[src/rtl/irq_flag_pkg.sv]
// Package: shared constants and types for the interrupt flag controller.
// Assumes source index 0 = update, 1 = alarm, 2 = periodic.
package irq_flag_pkg;
    localparam int NUM_SRC = 3;
    localparam int SRC_UPD = 0;
    localparam int SRC_ALM = 1;
    localparam int SRC_PER = 2;

    typedef enum logic [1:0] {
        RD_IDLE   = 2'd0,
        RD_STATUS = 2'd1,
        RD_OTHER  = 2'd2
    } rd_state_e;
endpackage

[src/rtl/irq_src_latch.sv]
// Module: one sticky flag plus one deferral bit for a single event source.
// Assumes evt is a one-cycle pulse. While defer_en is high, pulses are parked
// in the pending bit and the flag is frozen. On merge_en the flag is replaced
// by the parked pulses (the returned flags are thereby cleared).
module irq_src_latch (
    input  logic clk,
    input  logic rst_n,
    input  logic evt,
    input  logic defer_en,
    input  logic merge_en,
    output logic flag
);
    logic flag_q;
    logic pend_q;

    // Flag and pending bit update: merge, defer, or accumulate.
    always_ff @(posedge clk) begin
        if (!rst_n) begin
            flag_q <= 1'b0;
            pend_q <= 1'b0;
        end else if (merge_en) begin
            flag_q <= pend_q | evt;
            pend_q <= 1'b0;
        end else if (defer_en) begin
            pend_q <= pend_q | evt;
        end else begin
            flag_q <= flag_q | evt;
        end
    end

    assign flag = flag_q;
endmodule

[src/rtl/irq_ctrl_reg.sv]
// Module: enable bits of the control word.
// Assumes one write strobe per access. Only the enable field is stored.
module irq_ctrl_reg #(
    parameter int ADDR_W    = 2,
    parameter int DATA_W    = 8,
    parameter int CTRL_ADDR = 1,
    parameter int FLAG_LSB  = 4,
    parameter int NUM_SRC   = 3
) (
    input  logic               clk,
    input  logic               rst_n,
    input  logic               wr,
    input  logic [ADDR_W-1:0]  addr,
    input  logic [DATA_W-1:0]  wdata,
    output logic [NUM_SRC-1:0] en
);
    localparam logic [ADDR_W-1:0] CTRL_A = ADDR_W'(CTRL_ADDR);

    logic [NUM_SRC-1:0] en_q;
    logic               hit;

    // Address decode of the control word.
    assign hit = wr && (addr == CTRL_A);

    // Enable storage, written only on a control-address hit.
    always_ff @(posedge clk) begin
        if (!rst_n) begin
            en_q <= '0;
        end else if (hit) begin
            en_q <= wdata[FLAG_LSB +: NUM_SRC];
        end
    end

    assign en = en_q;
endmodule

[src/rtl/irq_read_port.sv]
// Module: read handshake sequencer and hold register.
// Assumes rd_req stays high for the whole read and drops for at least one
// cycle between reads. It captures the addressed word at the start edge and
// tells the flag latches when to defer events and when to merge them.
module irq_read_port
    import irq_flag_pkg::*;
#(
    parameter int ADDR_W      = 2,
    parameter int DATA_W      = 8,
    parameter int STATUS_ADDR = 0,
    parameter int CTRL_ADDR   = 1
) (
    input  logic              clk,
    input  logic              rst_n,
    input  logic              rd_req,
    input  logic [ADDR_W-1:0] addr,
    input  logic [DATA_W-1:0] status_word,
    input  logic [DATA_W-1:0] ctrl_word,
    output logic [DATA_W-1:0] rdata,
    output logic              defer_evt,
    output logic              merge_evt
);
    localparam logic [ADDR_W-1:0] STAT_A = ADDR_W'(STATUS_ADDR);
    localparam logic [ADDR_W-1:0] CTRL_A = ADDR_W'(CTRL_ADDR);

    rd_state_e         state_q;
    rd_state_e         state_d;
    logic [DATA_W-1:0] hold_q;
    logic [DATA_W-1:0] pick_word;
    logic              start;
    logic              hit_stat;

    // Start of a read, and whether it targets the status word.
    assign start    = (state_q == RD_IDLE) && rd_req;
    assign hit_stat = (addr == STAT_A);

    // Word selected for capture at the start edge.
    always_comb begin
        if (hit_stat)
            pick_word = status_word;
        else if (addr == CTRL_A)
            pick_word = ctrl_word;
        else
            pick_word = '0;
    end

    // Next-state logic of the read sequencer.
    always_comb begin
        state_d = state_q;
        case (state_q)
            RD_IDLE:   if (rd_req) state_d = hit_stat ? RD_STATUS : RD_OTHER;
            RD_STATUS: if (!rd_req) state_d = RD_IDLE;
            RD_OTHER:  if (!rd_req) state_d = RD_IDLE;
            default:   state_d = RD_IDLE;
        endcase
    end

    // Sequencer state register.
    always_ff @(posedge clk) begin
        if (!rst_n) state_q <= RD_IDLE;
        else        state_q <= state_d;
    end

    // Hold register, loaded once per read.
    always_ff @(posedge clk) begin
        if (!rst_n)     hold_q <= '0;
        else if (start) hold_q <= pick_word;
    end

    // Deferral covers the start edge through the last high cycle; merge is the end edge.
    assign defer_evt = (start && hit_stat) || (state_q == RD_STATUS && rd_req);
    assign merge_evt = (state_q == RD_STATUS) && !rd_req;

    // Bus output is the held word while a read is in progress.
    assign rdata = (state_q != RD_IDLE) ? hold_q : '0;
endmodule

[src/rtl/irq_flag_ctl.sv]
// Module: top of the clear-on-read interrupt flag controller.
// Assumes event inputs are single-cycle pulses synchronous to clk. It combines
// per-source flag latches, the enable register and the read sequencer, and
// drives the active-low request.
module irq_flag_ctl
    import irq_flag_pkg::*;
#(
    parameter int ADDR_W      = 2,
    parameter int DATA_W      = 8,
    parameter int STATUS_ADDR = 0,
    parameter int CTRL_ADDR   = 1,
    parameter int FLAG_LSB    = 4,
    parameter int SUM_BIT     = 7
) (
    input  logic              clk,
    input  logic              rst_n,
    input  logic              evt_alarm,
    input  logic              evt_periodic,
    input  logic              evt_update,
    input  logic              bus_rd,
    input  logic              bus_wr,
    input  logic [ADDR_W-1:0] bus_addr,
    input  logic [DATA_W-1:0] bus_wdata,
    output logic [DATA_W-1:0] bus_rdata,
    output logic              irq_n
);
    localparam int FLAG_MSB = FLAG_LSB + NUM_SRC - 1;

    logic [NUM_SRC-1:0] evt_vec;
    logic [NUM_SRC-1:0] flag_vec;
    logic [NUM_SRC-1:0] en_vec;
    logic [DATA_W-1:0]  status_word;
    logic [DATA_W-1:0]  ctrl_word;
    logic               defer_evt;
    logic               merge_evt;
    logic               req_any;
    logic               unused_wdata;

    // Event pulses packed in source-index order.
    always_comb begin
        evt_vec          = '0;
        evt_vec[SRC_UPD] = evt_update;
        evt_vec[SRC_ALM] = evt_alarm;
        evt_vec[SRC_PER] = evt_periodic;
    end

    // One flag latch per source.
    for (genvar i = 0; i < NUM_SRC; i++) begin : g_src
        irq_src_latch u_latch (
            .clk      (clk),
            .rst_n    (rst_n),
            .evt      (evt_vec[i]),
            .defer_en (defer_evt),
            .merge_en (merge_evt),
            .flag     (flag_vec[i])
        );
    end

    irq_ctrl_reg #(
        .ADDR_W    (ADDR_W),
        .DATA_W    (DATA_W),
        .CTRL_ADDR (CTRL_ADDR),
        .FLAG_LSB  (FLAG_LSB),
        .NUM_SRC   (NUM_SRC)
    ) u_ctrl (
        .clk   (clk),
        .rst_n (rst_n),
        .wr    (bus_wr),
        .addr  (bus_addr),
        .wdata (bus_wdata),
        .en    (en_vec)
    );

    // Request condition: any flag gated by its enable.
    assign req_any = |(flag_vec & en_vec);

    // Status word assembly: summary bit plus flag field.
    always_comb begin
        status_word                      = '0;
        status_word[SUM_BIT]             = req_any;
        status_word[FLAG_MSB:FLAG_LSB]   = flag_vec;
    end

    // Control word assembly: enable field only.
    always_comb begin
        ctrl_word                    = '0;
        ctrl_word[FLAG_MSB:FLAG_LSB] = en_vec;
    end

    irq_read_port #(
        .ADDR_W      (ADDR_W),
        .DATA_W      (DATA_W),
        .STATUS_ADDR (STATUS_ADDR),
        .CTRL_ADDR   (CTRL_ADDR)
    ) u_rd (
        .clk         (clk),
        .rst_n       (rst_n),
        .rd_req      (bus_rd),
        .addr        (bus_addr),
        .status_word (status_word),
        .ctrl_word   (ctrl_word),
        .rdata       (bus_rdata),
        .defer_evt   (defer_evt),
        .merge_evt   (merge_evt)
    );

    // Active-low request output.
    assign irq_n = ~req_any;

    // Write data outside the enable field is not stored.
    assign unused_wdata = ^bus_wdata;
endmodule

[config.mk]
export PLATFORM = sky130hd
export DESIGN_NAME = irq_flag_ctl
export DESIGN_NICKNAME = d
export VERILOG_FILES = /design/src/rtl/irq_flag_pkg.sv /design/src/rtl/irq_src_latch.sv /design/src/rtl/irq_ctrl_reg.sv /design/src/rtl/irq_read_port.sv /design/src/rtl/irq_flag_ctl.sv
export SDC_FILE = /design/constraint.sdc
export NUM_CORES = 1
export LEC_CHECK = 0
export ABC_AREA = 1
export BUFFER_PORTS_ARGS = -buffer_cell sky130_fd_sc_hd__buf_2
export CAP_MARGIN = 10
export CORE_MARGIN = 5
export CORE_UTILIZATION = 45
export CTS_BUF_LIST = sky130_fd_sc_hd__clkbuf_16
export CTS_CLUSTER_DIAMETER = 30
export DETAILED_ROUTE_END_ITERATION = 8
export PLACE_DENSITY = 0.69
export SYNTH_ARGS = -nofsm -noshare
export SYNTH_HDL_FRONTEND = slang
export SYNTH_HIERARCHICAL = 1
export SYNTH_SLANG_ARGS = --single-unit
[constraint.sdc]
create_clock -name clk -period 3.05 [get_ports clk]
set_input_delay 0.1525 -clock clk [delete_from_list [all_inputs] [get_ports clk]]
set_output_delay 0.1525 -clock clk [all_outputs]
set_load 0.01 [all_outputs]
==> impl_metrics.ini <==
[synth]
ys.flop_type = dfxtp_1
synth-edff-count = 0
syn_area_um2 = 1090
synth_common_cells = inv_1 (38), nand2_1 (38), nor2_1 (30)
ys_types = 20
ys_warn_count = 6
synthTopCellsByArea = dfxtp_1 (35%), inv_1 (13%), nand2_1 (13%)
ys_ff_latch = 19
yosys.area.top_type = dfxtp_1
synth-async-reset-ratio_pct = 0
seq_area_frac_synth_pct = 35.0
netlist_instances = 175
synth_top_area_share_pct = 35.0
postSynthAreaPerCell_um2 = 6.21

[timing]
min_period_ps = 1870
final.setup.tns_ps = 0
finalSetupViolCount = 0
skew_ps = 0.783
hold_viol = 0
rsz0062_at_grt = no
setup_slack_ps = 1180
clock.fmax_mhz = 534
drv_slew = 0
finalCritPeriodShare_pct = 61.4

[grt]
grt_pass1_vias = 1035
antenna_found_initial = 0
grt_usage_pct = 15.1
overflow = 0
grt_max_degree = 12
grt_pass1_wl_mm = 4.18

[clocking]
cts.sinks = 19
clk_pin_slew_ps = 50
worstSkewPairLatency_ps = 250
cts_buffers = 3
cts_buffer_depth = 2
postCtsHoldBufs = 0
htree_levels = 1
cts_tree = done
cts.repair.resized = 0
postCtsSetupBuffers = 0
root_buffer = clkbuf_16

[worst_setup_path]
cp_max_fo = 10
path_class = reg -> reg
crit_arrival_ps = 2020
start_kind = flip-flop
crit_path_end_kind = flip-flop
cp.required_ps = 3200

[placement]
dp_slack_ps = 1180
dpl_cell_area_um2 = 1240
hpwl_mm = 1.79
numPortBuffers = 20
routabilityCongestion = 0.731

[final_layout]
fillerInstances = 248
num_antenna_cells = 0
drive_above_1_share_pct = 16.1
fin_area_um2 = 1320
seqCellArea_um2 = 380
multiInputGateArea_um2 = 566
fin_util_pct = 58.3
area_growth_pct = 21.1
nets = 225

[floorplanning]
io_pins = 26
dieWidth_um = 59.1
initial_core_util_pct = 48.2
num_rows = 17
die_h_um = 59.1
core_area_um2 = 2250
die_area_um2 = 3500

[power_and_ir_drop]
power_density_nw_per_um2 = 564
p_comb_share_pct = 25.2
p_sw_mw = 0.224
intPower_mw = 0.518
finalPower_mw = 0.742
vdd_drop_max_uv = 360
switching_share_pct = 30.2
clkPwrFrac_pct = 35.7
p_leak_nw = 0.730
power_frac_seq_pct = 39.2

[route]
drt-initial-drc-count = 32
drc = 0
antenna_left = 0
drt-total-wl_mm = 2.38
vias = 1081
drt_pass1_iterations = 4
routedWlPerCell_um = 10.2
vias_per_cell = 4.64

[status]
status = finished, final reports clean

[min_path]
hold_class = in -> reg

[run]
drv_cap = 0
==> final timing paths <==
check | startpoint | end | slack, ps | cells past startpoint
setup / recovery | u_rd/state_q[0] | g_src[0].u_latch/flag | 1180 | 9
hold / removal | bus_wdata[5] | u_ctrl/en[1] | 120 | 3
setup reg to reg | u_rd/state_q[0] | g_src[0].u_latch/flag | 1180 | 9
hold reg to reg | g_src[0].u_latch/pend_q | g_src[0].u_latch/pend_q | 520 | 2
==> metal layers <==
metal	GRT usage [%]	up-vias	part of all wire, %
met5	0	-	0
met2	25.6	31	47
met1	19.4	472	46
met3	4.14	0	6.5
li1	-	578	-
met4	2.59	0	0
==> worst max-delay path, stage by stage, from the launching register on <==
cell	delay, ps
dfxtp_1	310
inv_1	80
ha_1	430
nand2_4	170
o22ai_1	420
inv_1	90
nand2_1	70
nand2_1	50
nor2_1	100
nor2_1	50
==> sequential cells by signal, summed over array words and instances, names as in the netlist <==
signal	count
g_src.u_latch/flag	3
u_ctrl/en	3
g_src.u_latch/pend_q	3
u_rd/state_q	2
u_rd/hold_q	8
==> per-stage QoR <==
| step | instances | hold slack (ps) |
|---|---|---|
| detailed placement | 229 | 380 |
| global route | 233 | 130 |
| CTS | 233 | 124 |
| finish | 233 | 124 |
| global placement | 229 | 372 |
| floorplan | 183 | 273 |
==> power groups by stage <==
| stage | sequential, mW | combinational, mW | clock [mW] |
|---|---|---|---|
| after floorplan | 0.292 | 0.141 | 0 |
| after global placement | 0.295 | 0.177 | 0 |
| after detailed placement | 0.296 | 0.185 | 0 |
| after CTS | 0.291 | 0.187 | 0.270 |
| after global routing | 0.294 | 0.214 | 0.281 |
| final | 0.291 | 0.187 | 0.265 |
==> layout by cell type, fill, tap and decap left out, types with 3 or more instances in the layout <==
cell / instances
inv_1: 39
conb_1: 9
nand2_1: 38
a21oi_1: 11
nor3_1: 3
nor2_1: 30
buf_2: 20
nand3_1: 19
dfxtp_1: 19
clkbuf_16: 3
==> layout make-up <==
type | count | share of cell area [%]
Multi-Input combinational cell | 122 | 43.0
Sequential cell | 19 | 28.9
Inverter | 40 | 11.8
Timing Repair Buffer | 20 | 7.61
Clock buffer | 3 | 5.71
Tap cell | 28 | 2.66
Clock inverter | 1 | 0.285
==> cell families after synthesis <==
family | synth area share [%]
buf+inv | 15.7
flops | 35.0
other cells | 0.345
fa+ha+maj | 2.30
compound gates | 6.91
simple gates | 39.7
No activity file was read; power rests on OpenSTA's default activity.
